## config.mk

```make
export PLATFORM = sky130hd
export DESIGN_NAME = i2c_pec_slave
export DESIGN_NICKNAME = d
export VERILOG_FILES = /design/src/rtl/i2c_pec_pkg.sv /design/src/rtl/i2c_pec_sync.sv /design/src/rtl/i2c_pec_crc8.sv /design/src/rtl/i2c_pec_stage.sv /design/src/rtl/i2c_pec_regs.sv /design/src/rtl/i2c_pec_slave.sv
export SDC_FILE = /design/constraint.sdc
export NUM_CORES = 2
export LEC_CHECK = 0
export BUFFER_PORTS_ARGS = -buffer_cell sky130_fd_sc_hd__buf_2
export CORE_UTILIZATION = 55
export CTS_CLUSTER_SIZE = 24
export DETAILED_ROUTE_END_ITERATION = 10
export PLACE_DENSITY_LB_ADDON = 0.1
export SLEW_MARGIN = 0
export SYNTH_ARGS = -nofsm -noshare
export SYNTH_HDL_FRONTEND = slang
export SYNTH_SLANG_ARGS = --single-unit
```

## constraint.sdc

```tcl
create_clock -name clk_i -period 5.45 [get_ports clk_i]
set_clock_uncertainty 0.05 [all_clocks]
set_input_delay 0.545 -clock clk_i [delete_from_list [all_inputs] [get_ports clk_i]]
set_output_delay 0.545 -clock clk_i [all_outputs]
set_load 0.01 [all_outputs]
```

## src/rtl/i2c_pec_pkg.sv

```systemverilog
package i2c_pec_pkg;
  typedef enum logic [2:0] {
    ST_IDLE, ST_RX, ST_ACK1, ST_ACK2, ST_TX, ST_TXACK, ST_TXNEXT
  } state_e;

  typedef enum logic [2:0] {
    ROLE_DEV, ROLE_PTR, ROLE_CNT, ROLE_DATA, ROLE_CRC, ROLE_DONE
  } role_e;

  typedef enum logic [1:0] {
    TXK_DATA, TXK_CRC, TXK_FILL
  } txkind_e;
endpackage

```

## src/rtl/i2c_pec_sync.sv

```systemverilog
module i2c_pec_sync #(
  parameter int STAGES = 2
) (
  input  logic clk_i,
  input  logic rst_ni,
  input  logic scl_i,
  input  logic sda_i,
  output logic scl_o,
  output logic sda_o,
  output logic scl_rise_o,
  output logic scl_fall_o,
  output logic start_o,
  output logic stop_o
);
  logic [STAGES-1:0] scl_sr, sda_sr;
  logic scl_q, sda_q;

  always_ff @(posedge clk_i or negedge rst_ni) begin
    if (!rst_ni) begin
      scl_sr <= '1;
      sda_sr <= '1;
      scl_q  <= 1'b1;
      sda_q  <= 1'b1;
    end else begin
      scl_sr <= {scl_sr[STAGES-2:0], scl_i};
      sda_sr <= {sda_sr[STAGES-2:0], sda_i};
      scl_q  <= scl_sr[STAGES-1];
      sda_q  <= sda_sr[STAGES-1];
    end
  end

  assign scl_o      = scl_sr[STAGES-1];
  assign sda_o      = sda_sr[STAGES-1];
  assign scl_rise_o = scl_o & ~scl_q;
  assign scl_fall_o = ~scl_o & scl_q;
  assign start_o    = scl_o & scl_q & sda_q & ~sda_o;
  assign stop_o     = scl_o & scl_q & ~sda_q & sda_o;
endmodule

```

## src/rtl/i2c_pec_crc8.sv

```systemverilog
module i2c_pec_crc8 #(
  parameter logic [7:0] POLY = 8'h07
) (
  input  logic [7:0] crc_i,
  input  logic [7:0] data_i,
  output logic [7:0] crc_o
);
  always_comb begin
    logic [7:0] c;
    c = crc_i;
    for (int i = 7; i >= 0; i--) begin
      c = {c[6:0], 1'b0} ^ ((c[7] ^ data_i[i]) ? POLY : 8'h00);
    end
    crc_o = c;
  end
endmodule

```

## src/rtl/i2c_pec_stage.sv

```systemverilog
module i2c_pec_stage #(
  parameter int DEPTH = 128,
  parameter int AW    = 8
) (
  input  logic                     clk_i,
  input  logic                     rst_ni,
  input  logic                     wr_i,
  input  logic [$clog2(DEPTH)-1:0] widx_i,
  input  logic [7:0]               wdata_i,
  input  logic                     go_i,
  input  logic [AW-1:0]            base_i,
  input  logic [$clog2(DEPTH):0]   len_i,
  output logic                     we_o,
  output logic [AW-1:0]            waddr_o,
  output logic [7:0]               wdata_o
);
  localparam int IW = $clog2(DEPTH);

  logic [7:0]    buf_q [DEPTH];
  logic          busy_q;
  logic [IW:0]   i_q, len_q;
  logic [AW-1:0] base_q;

  always_ff @(posedge clk_i) begin
    if (wr_i) buf_q[widx_i] <= wdata_i;
  end

  always_ff @(posedge clk_i or negedge rst_ni) begin
    if (!rst_ni) begin
      busy_q <= 1'b0;
      i_q    <= '0;
      len_q  <= '0;
      base_q <= '0;
    end else if (go_i) begin
      busy_q <= 1'b1;
      i_q    <= '0;
      len_q  <= len_i;
      base_q <= base_i;
    end else if (busy_q) begin
      i_q <= i_q + (IW+1)'(1);
      if (i_q + (IW+1)'(1) == len_q) busy_q <= 1'b0;
    end
  end

  assign we_o    = busy_q;
  assign waddr_o = base_q + AW'(i_q);
  assign wdata_o = buf_q[i_q[IW-1:0]];

  assert_commit_len_R8: assert property (@(posedge clk_i) disable iff (!rst_ni)
    go_i |-> (len_i != '0 && len_i <= (IW+1)'(DEPTH)));
  assert_no_go_busy_R8: assert property (@(posedge clk_i) disable iff (!rst_ni)
    go_i |-> !busy_q);
  assert_no_fill_busy_R9: assert property (@(posedge clk_i) disable iff (!rst_ni)
    wr_i |-> !busy_q);
endmodule

```

## src/rtl/i2c_pec_regs.sv

```systemverilog
module i2c_pec_regs #(
  parameter int AW = 8
) (
  input  logic          clk_i,
  input  logic          rst_ni,
  input  logic          we_i,
  input  logic [AW-1:0] waddr_i,
  input  logic [7:0]    wdata_i,
  input  logic [AW-1:0] raddr_i,
  output logic [7:0]    rdata_o
);
  localparam int DEPTH = 1 << AW;
  logic [7:0] mem_q [DEPTH];

  always_ff @(posedge clk_i or negedge rst_ni) begin
    if (!rst_ni) begin
      for (int i = 0; i < DEPTH; i++) mem_q[i] <= 8'h00;
    end else if (we_i) begin
      mem_q[waddr_i] <= wdata_i;
    end
  end

  assign rdata_o = mem_q[raddr_i];
endmodule

```

## src/rtl/i2c_pec_slave.sv

```systemverilog
module i2c_pec_slave
  import i2c_pec_pkg::*;
#(
  parameter logic [6:0] SLAVE_ADDR  = 7'h50,
  parameter int         MAX_CNT     = 128,
  parameter int         PAGE_BYTES  = 4,
  parameter int         SYNC_STAGES = 2
) (
  input  logic clk_i,
  input  logic rst_ni,
  input  logic pec_en_i,
  input  logic scl_i,
  input  logic sda_i,
  output logic sda_oe_o
);
  localparam int AW    = 8;
  localparam int IDX_W = $clog2(MAX_CNT);
  localparam int PG_W  = $clog2(PAGE_BYTES + 1);

  logic scl_s, sda_s, scl_rise, scl_fall, start_ev, stop_ev;

  i2c_pec_sync #(.STAGES(SYNC_STAGES)) u_sync (
    .clk_i, .rst_ni, .scl_i, .sda_i,
    .scl_o(scl_s), .sda_o(sda_s), .scl_rise_o(scl_rise), .scl_fall_o(scl_fall),
    .start_o(start_ev), .stop_o(stop_ev)
  );

  state_e        st_q;
  role_e         role_q;
  txkind_e       kind_q, nxt_kind;
  logic [3:0]    bit_q;
  logic [6:0]    sh_q;
  logic [7:0]    ptr_q, crc_q, cnt_q, left_q, tx_q, nxt_byte, rd_data;
  logic [PG_W-1:0] page_q;
  logic          cnt_valid_q, crc_sent_q, ack_q, go_tx_q, sda_oe_q;

  logic [7:0] rx_byte, crc_rx_in, crc_rx, crc_tx;
  logic       byte_done;
  assign rx_byte   = {sh_q, sda_s};
  assign byte_done = (st_q == ST_RX) && scl_rise && (bit_q == 4'd7) && !start_ev && !stop_ev;
  assign crc_rx_in = (role_q == ROLE_PTR) ? 8'h00 : crc_q;

  i2c_pec_crc8 u_crc_rx (.crc_i(crc_rx_in), .data_i(rx_byte), .crc_o(crc_rx));
  i2c_pec_crc8 u_crc_tx (.crc_i(crc_q),     .data_i(tx_q),    .crc_o(crc_tx));

  // write sources into the array
  logic fsm_we, stg_fill, commit_go, stg_we, reg_we;
  logic [AW-1:0] stg_waddr, reg_waddr;
  logic [7:0]    stg_wdata, reg_wdata;

  assign fsm_we    = byte_done && role_q == ROLE_DATA && !pec_en_i && page_q < PG_W'(PAGE_BYTES);
  assign stg_fill  = byte_done && role_q == ROLE_DATA && pec_en_i;
  assign commit_go = byte_done && role_q == ROLE_CRC && rx_byte == crc_q;

  i2c_pec_stage #(.DEPTH(MAX_CNT), .AW(AW)) u_stage (
    .clk_i, .rst_ni,
    .wr_i(stg_fill), .widx_i(IDX_W'(cnt_q - left_q)), .wdata_i(rx_byte),
    .go_i(commit_go), .base_i(ptr_q), .len_i(cnt_q[IDX_W:0]),
    .we_o(stg_we), .waddr_o(stg_waddr), .wdata_o(stg_wdata)
  );

  assign reg_we    = fsm_we | stg_we;
  assign reg_waddr = stg_we ? stg_waddr : ptr_q;
  assign reg_wdata = stg_we ? stg_wdata : rx_byte;

  i2c_pec_regs #(.AW(AW)) u_regs (
    .clk_i, .rst_ni, .we_i(reg_we), .waddr_i(reg_waddr), .wdata_i(reg_wdata),
    .raddr_i(ptr_q), .rdata_o(rd_data)
  );

  // next byte to transmit
  always_comb begin
    if (!pec_en_i || left_q != 8'h00) begin
      nxt_kind = TXK_DATA;
      nxt_byte = rd_data;
    end else if (!crc_sent_q) begin
      nxt_kind = TXK_CRC;
      nxt_byte = crc_q;
    end else begin
      nxt_kind = TXK_FILL;
      nxt_byte = 8'hFF;
    end
  end

  always_ff @(posedge clk_i or negedge rst_ni) begin
    if (!rst_ni) begin
      st_q        <= ST_IDLE;
      role_q      <= ROLE_DEV;
      kind_q      <= TXK_FILL;
      bit_q       <= '0;
      sh_q        <= '0;
      ptr_q       <= '0;
      crc_q       <= '0;
      cnt_q       <= '0;
      left_q      <= '0;
      tx_q        <= '0;
      page_q      <= '0;
      cnt_valid_q <= 1'b0;
      crc_sent_q  <= 1'b0;
      ack_q       <= 1'b0;
      go_tx_q     <= 1'b0;
      sda_oe_q    <= 1'b0;
    end else if (stop_ev) begin
      st_q        <= ST_IDLE;
      sda_oe_q    <= 1'b0;
      cnt_valid_q <= 1'b0;
    end else if (start_ev) begin
      st_q     <= ST_RX;
      role_q   <= ROLE_DEV;
      bit_q    <= '0;
      sda_oe_q <= 1'b0;
    end else begin
      unique case (st_q)
        ST_RX: if (scl_rise) begin
          sh_q  <= rx_byte[6:0];
          bit_q <= bit_q + 4'd1;
          if (bit_q == 4'd7) begin
            st_q    <= ST_ACK1;
            ack_q   <= 1'b0;
            go_tx_q <= 1'b0;
            unique case (role_q)
              ROLE_DEV: if (rx_byte[7:1] == SLAVE_ADDR) begin
                if (!rx_byte[0]) begin
                  ack_q  <= 1'b1;
                  role_q <= ROLE_PTR;
                end else if (!pec_en_i || cnt_valid_q) begin
                  ack_q      <= 1'b1;
                  go_tx_q    <= 1'b1;
                  crc_sent_q <= 1'b0;
                  role_q     <= ROLE_DONE;
                end
              end
              ROLE_PTR: begin
                ack_q       <= 1'b1;
                ptr_q       <= rx_byte;
                crc_q       <= crc_rx;
                page_q      <= '0;
                cnt_valid_q <= 1'b0;
                role_q      <= pec_en_i ? ROLE_CNT : ROLE_DATA;
              end
              ROLE_CNT: if (rx_byte != 8'h00 && rx_byte <= 8'(MAX_CNT)) begin
                ack_q       <= 1'b1;
                cnt_q       <= rx_byte;
                left_q      <= rx_byte;
                crc_q       <= crc_rx;
                cnt_valid_q <= 1'b1;
                role_q      <= ROLE_DATA;
              end
              ROLE_DATA: if (pec_en_i) begin
                ack_q       <= 1'b1;
                crc_q       <= crc_rx;
                left_q      <= left_q - 8'd1;
                cnt_valid_q <= 1'b0;
                if (left_q == 8'd1) role_q <= ROLE_CRC;
              end else if (page_q < PG_W'(PAGE_BYTES)) begin
                ack_q  <= 1'b1;
                ptr_q  <= ptr_q + 8'd1;
                page_q <= page_q + PG_W'(1);
              end
              ROLE_CRC: begin
                if (rx_byte == crc_q) begin
                  ack_q <= 1'b1;
                  ptr_q <= ptr_q + cnt_q;
                end
                role_q <= ROLE_DONE;
              end
              default: ack_q <= 1'b0;
            endcase
          end
        end
        ST_ACK1: if (scl_fall) begin
          sda_oe_q <= ack_q;
          st_q     <= ST_ACK2;
        end
        ST_ACK2: if (scl_fall) begin
          bit_q <= '0;
          if (!ack_q) begin
            sda_oe_q <= 1'b0;
            st_q     <= ST_IDLE;
          end else if (go_tx_q) begin
            tx_q     <= nxt_byte;
            kind_q   <= nxt_kind;
            sda_oe_q <= ~nxt_byte[7];
            st_q     <= ST_TX;
          end else begin
            sda_oe_q <= 1'b0;
            st_q     <= ST_RX;
          end
        end
        ST_TX: begin
          if (scl_rise) begin
            bit_q <= bit_q + 4'd1;
          end else if (scl_fall) begin
            if (bit_q == 4'd8) begin
              sda_oe_q <= 1'b0;
              st_q     <= ST_TXACK;
            end else begin
              sda_oe_q <= ~tx_q[~bit_q[2:0]];
            end
          end
        end
        ST_TXACK: if (scl_rise) begin
          if (kind_q == TXK_DATA) begin
            ptr_q <= ptr_q + 8'd1;
            if (pec_en_i) begin
              crc_q  <= crc_tx;
              left_q <= left_q - 8'd1;
            end
          end else if (kind_q == TXK_CRC) begin
            crc_sent_q <= 1'b1;
          end
          st_q <= sda_s ? ST_IDLE : ST_TXNEXT;
        end
        ST_TXNEXT: if (scl_fall) begin
          bit_q    <= '0;
          tx_q     <= nxt_byte;
          kind_q   <= nxt_kind;
          sda_oe_q <= ~nxt_byte[7];
          st_q     <= ST_TX;
        end
        default: st_q <= ST_IDLE;
      endcase
    end
  end

  assign sda_oe_o = sda_oe_q;

  assert_oe_rise_scl_low_R12: assert property (@(posedge clk_i) disable iff (!rst_ni)
    $rose(sda_oe_q) |-> !scl_s);
  assert_tx_bit_stable_R2: assert property (@(posedge clk_i) disable iff (!rst_ni)
    (st_q == ST_TX && $past(st_q == ST_TX) && scl_s && $past(scl_s)) |-> $stable(sda_oe_q));
  assert_cnt_range_R6: assert property (@(posedge clk_i) disable iff (!rst_ni)
    cnt_valid_q |-> (cnt_q != 8'h00 && cnt_q <= 8'(MAX_CNT)));
  assert_page_bound_R4: assert property (@(posedge clk_i) disable iff (!rst_ni)
    page_q <= PG_W'(PAGE_BYTES));
  assert_one_writer_R3: assert property (@(posedge clk_i) disable iff (!rst_ni)
    $onehot0({fsm_we, stg_we}));
endmodule

```

==> impl_metrics.toml <==
[pwr]
ir_worst_vdd_mv = 0.476
power_density_mw_per_mm2 = 413
total_power_mw = 62.5
power.leakage_nw = 59.6

[cts]
cts.sinks = 3170
cts_root_buf = "clkbuf_16"
clock_path_buffers = 4
insertion_delay_ns = 0.99
cts_max_level = 5
cts_tree = "done"
hold_buffers = 5
cts_made_buffers = 345
cts_setup_buffers = 0
clkTransAtPathRegs_ns = 0.06
ctsResizeCount = 0

[timing]
setup-tns-final_ns = 0
worst-slew-pin-transition_ns = 1.27
setup_viol = 0
grt_setup_unrepaired = "no"
finalCritPeriodShare_pct = 96.1
fmax_ghz = 0.191
fin_hold_ws_ns = 0.0698
maxSlewHeadroom_pct = 15.3
fin_ws_ns = 0.214
hold_viol_final = 0
period_minus_slack_ns = 5.24
maxSlewViolCount = 0

[cells_and_area]
layout.nets = 10900
area_delta_synth_final_pct = 10.9
drive_gt1_share_pct = 15.9
final_cells = 14500
fillers = 19100
final_core_util_pct = 61.5
fin_area_mm2 = 0.151

[setup_path]
critPathKind = "reg -> reg"
crit_fanout = 16
cp_top_family = "simple AND/OR/NAND/NOR gates"
crit_chain = "ha_1 > fa_1 > a211oi_1 > o21ai_0 > a2bb2oi_1 > buf_4 > or3_1 > nor2_1 > nand3_1 > buf_4 > nand2_1 > o21ai_0"
crit_slowest_cell = "nor2_1"
setup.worst_path.start_class = "register"
crit_arrival_ns = 5.96
cp_num_buf_inv = 2
slowest_delay_ns = 0.92
required_ns = 6.18
cp-end-kind = "register"

[die]
start_util_pct = 55.4
num_rows = 182
die_h_um = 500
coreArea_mm2 = 0.246
ios = 6
die_w_um = 500
die-area_mm2 = 0.250

[synthesis]
syn_avg_cell_area_um2 = 12.4
synth-edff-count = 1024
async_flop_share_pct = 67.7
yosysWarnings = 0
ys_ff_latch = 3170
ys.flop_type = "dfrtp_1"
synth_fp_nets = 11100
synthCells = 11000
netlist_area_mm2 = 0.136
synth_cell_types = 80
yosysSeqAreaShare_pct = 61.9

[routing]
wire_per_inst_um = 27.0
drt_wl_total_um = 390000
firstDrtPassIters = 7
drt_iter0_drc = 10100
vias = 91200
viasPerCell = 6.31
ant_nets = 0
drc = 0

[placement]
dp_slack_ns = 0.434
place_congestion = 0.941
post_dp_cell_area_mm2 = 0.140
dp_hpwl_um = 252000
dp_cells = 13800
portBuffers = 5

[global_route]
grt_max_degree = 188
antenna_found_initial = 14
grt_pass1_wl_um = 592000
grt-ovfl-total = 0
grt_pass1_vias = 90100
grt_usage_pct = 31.7

[run]
max-cap-violations = 0

[run_status]
status = "completed"

[hold_path]
hold_path_class = "in -> reg"
state kept, by name, summed over array words and instances, names as in the netlist, 2 cells and up:
signal          cells
u_stage.base_q      8
crc_q               8
role_q              3
sh_q                7
u_stage.i_q         8
page_q              3
u_sync.sda_sr       2
kind_q              2
bit_q               4
tx_q                8
cnt_q               8
ptr_q               8
u_sync.scl_sr       2
u_stage.buf_q    1024
u_stage.len_q       8
left_q              8
u_regs.mem_q     2048
st_q                3
power by group:
group	leakage [nW]	switching, mW	total [mW]	internal (mW)
Sequential	39.1	0.891	26.3	25.4
Combinational	14.9	9.36	13.0	3.69
Clock	5.49	9.44	23.2	13.7
Total	59.6	19.7	62.5	42.8
cell usage after synthesis, drive strengths merged (4+ instances only):
| master | instances | area, um2 |
|---|---|---|
| a22oi | 131 | 983 |
| and2 | 28 | 175 |
| or4 | 11 | 105 |
| a21oi | 80 | 400 |
| a32oi | 9 | 78.8 |
| buf | 247 | 1520 |
| mux4 | 724 | 16300 |
| dfrtp | 2139 | 53500 |
| o2111ai | 11 | 96.3 |
| or3 | 11 | 68.8 |
| nor3b | 14 | 105 |
| o21ai | 2176 | 11400 |
| o31ai | 7 | 52.6 |
| dfstp | 7 | 184 |
| nor2b | 22 | 138 |
| clkbuf | 571 | 2140 |
| nor4 | 17 | 113 |
| nor3 | 41 | 210 |
| a31oi | 21 | 131 |
| ha | 28 | 350 |
| nand2 | 2481 | 9310 |
| o211ai | 23 | 173 |
| a211oi | 60 | 455 |
| nand2b | 11 | 68.8 |
| a22o | 14 | 123 |
| edfxtp | 1024 | 30700 |
| and3 | 10 | 62.6 |
| nand4 | 24 | 150 |
| inv | 38 | 143 |
| o32ai | 4 | 35.0 |
| mux2i | 203 | 2030 |
| xor2 | 27 | 236 |
| or2 | 7 | 43.8 |
| nor2 | 325 | 1220 |
| nand3b | 7 | 52.6 |
| o22ai | 52 | 325 |
| o221ai | 41 | 359 |
| mux2 | 34 | 383 |
| a221oi | 35 | 307 |
| nand3 | 211 | 1060 |
| a21o | 11 | 82.6 |
| xnor2 | 70 | 613 |
final timing paths:
| path | from | to | slack (ns) | depth (start not counted) |
|---|---|---|---|---|
| worst min register to register | u_sync.scl_sr[0]$_DFF_PN1_ | u_sync.scl_sr[1]$_DFF_PN1_ | 0.31 | 0 |
| worst max register to register | u_stage.i_q[0]$_DFFE_PN0P_ | u_regs.mem_q[799]$_DFFE_PN0P_ | 0.21 | 12 |
| max in group asynchronous | rst_ni | u_regs.mem_q[269]$_DFFE_PN0P_ | 3.01 | 5 |
| min in group asynchronous | rst_ni | cnt_q[7]$_DFFE_PN0P_ | 0.56 | 3 |
| worst min-delay path | pec_en_i | left_q[2]$_DFFE_PN0P_ | 0.07 | 5 |
| worst max-delay path | u_stage.i_q[0]$_DFFE_PN0P_ | u_regs.mem_q[799]$_DFFE_PN0P_ | 0.21 | 12 |
layout by cell type, fill, tap and decap left out, drive strengths merged, types with 22 or more instances in the layout:
master	Yosys	layout
a211oi	60	60
a21oi	80	80
a221oi	35	35
a22oi	131	131
and2	28	28
buf	247	305
bufinv	0	22
clkbuf	571	491
clkinv	2	74
dfrtp	2139	2139
edfxtp	1024	1024
ha	28	28
inv	38	46
mux2	34	34
mux2i	203	203
mux4	724	724
nand2	2481	2481
nand3	211	211
nand4	24	24
nor2	325	325
nor2b	22	22
nor3	41	41
o211ai	23	23
o21ai	2176	2176
o221ai	41	41
o22ai	52	52
xnor2	70	70
xor2	27	27
worst register-to-register path: cells and delay by family (launching register included):
family | cells | cell delay, ns
simple gates | 4 | 2.29
compound gates | 4 | 0.89
fa+ha+maj | 2 | 0.70
buf+inv | 2 | 0.57
flops | 1 | 0.54
cell type report:
| type | count | area [um2] | share of cell area, % |
|---|---|---|---|
| clock inverter | 115 | 1220 | 0.804 |
| tap | 3312 | 4140 | 2.74 |
| multi-input combinational | 7017 | 48200 | 31.9 |
| clock buffer | 491 | 9950 | 6.58 |
| inverter | 40 | 153 | 0.101 |
| timing repair buffer | 310 | 3070 | 2.03 |
| antenna | 5 | 12.5 | 0.00827 |
| sequential | 3170 | 84500 | 55.9 |
per-layer routing:
layer / vias to the layer above / routed length (um) / GRT usage, %
met1: 46800 / 161000 / 45.4
met4: 20 / 17500 / 13.2
li1: 39700 / - / -
met2: 3772 / 179000 / 47.8
met5: - / 149 / 0
met3: 834 / 32700 / 6.27
kinds of logic (layout without fill, tap and decap cells):
group,count (synthesis),in the layout,share of synthesized area [%]
flops,3170,3170,61.9
other cells,0,5,0
mux,961,961,13.7
fa+ha+maj,31,31,0.301
xor+xnor,97,97,0.623
buf+inv,858,956,2.80
simple gates,3226,3226,9.48
compound gates,2702,2702,11.2
Note: power is estimated with default switching activity, not from simulation.
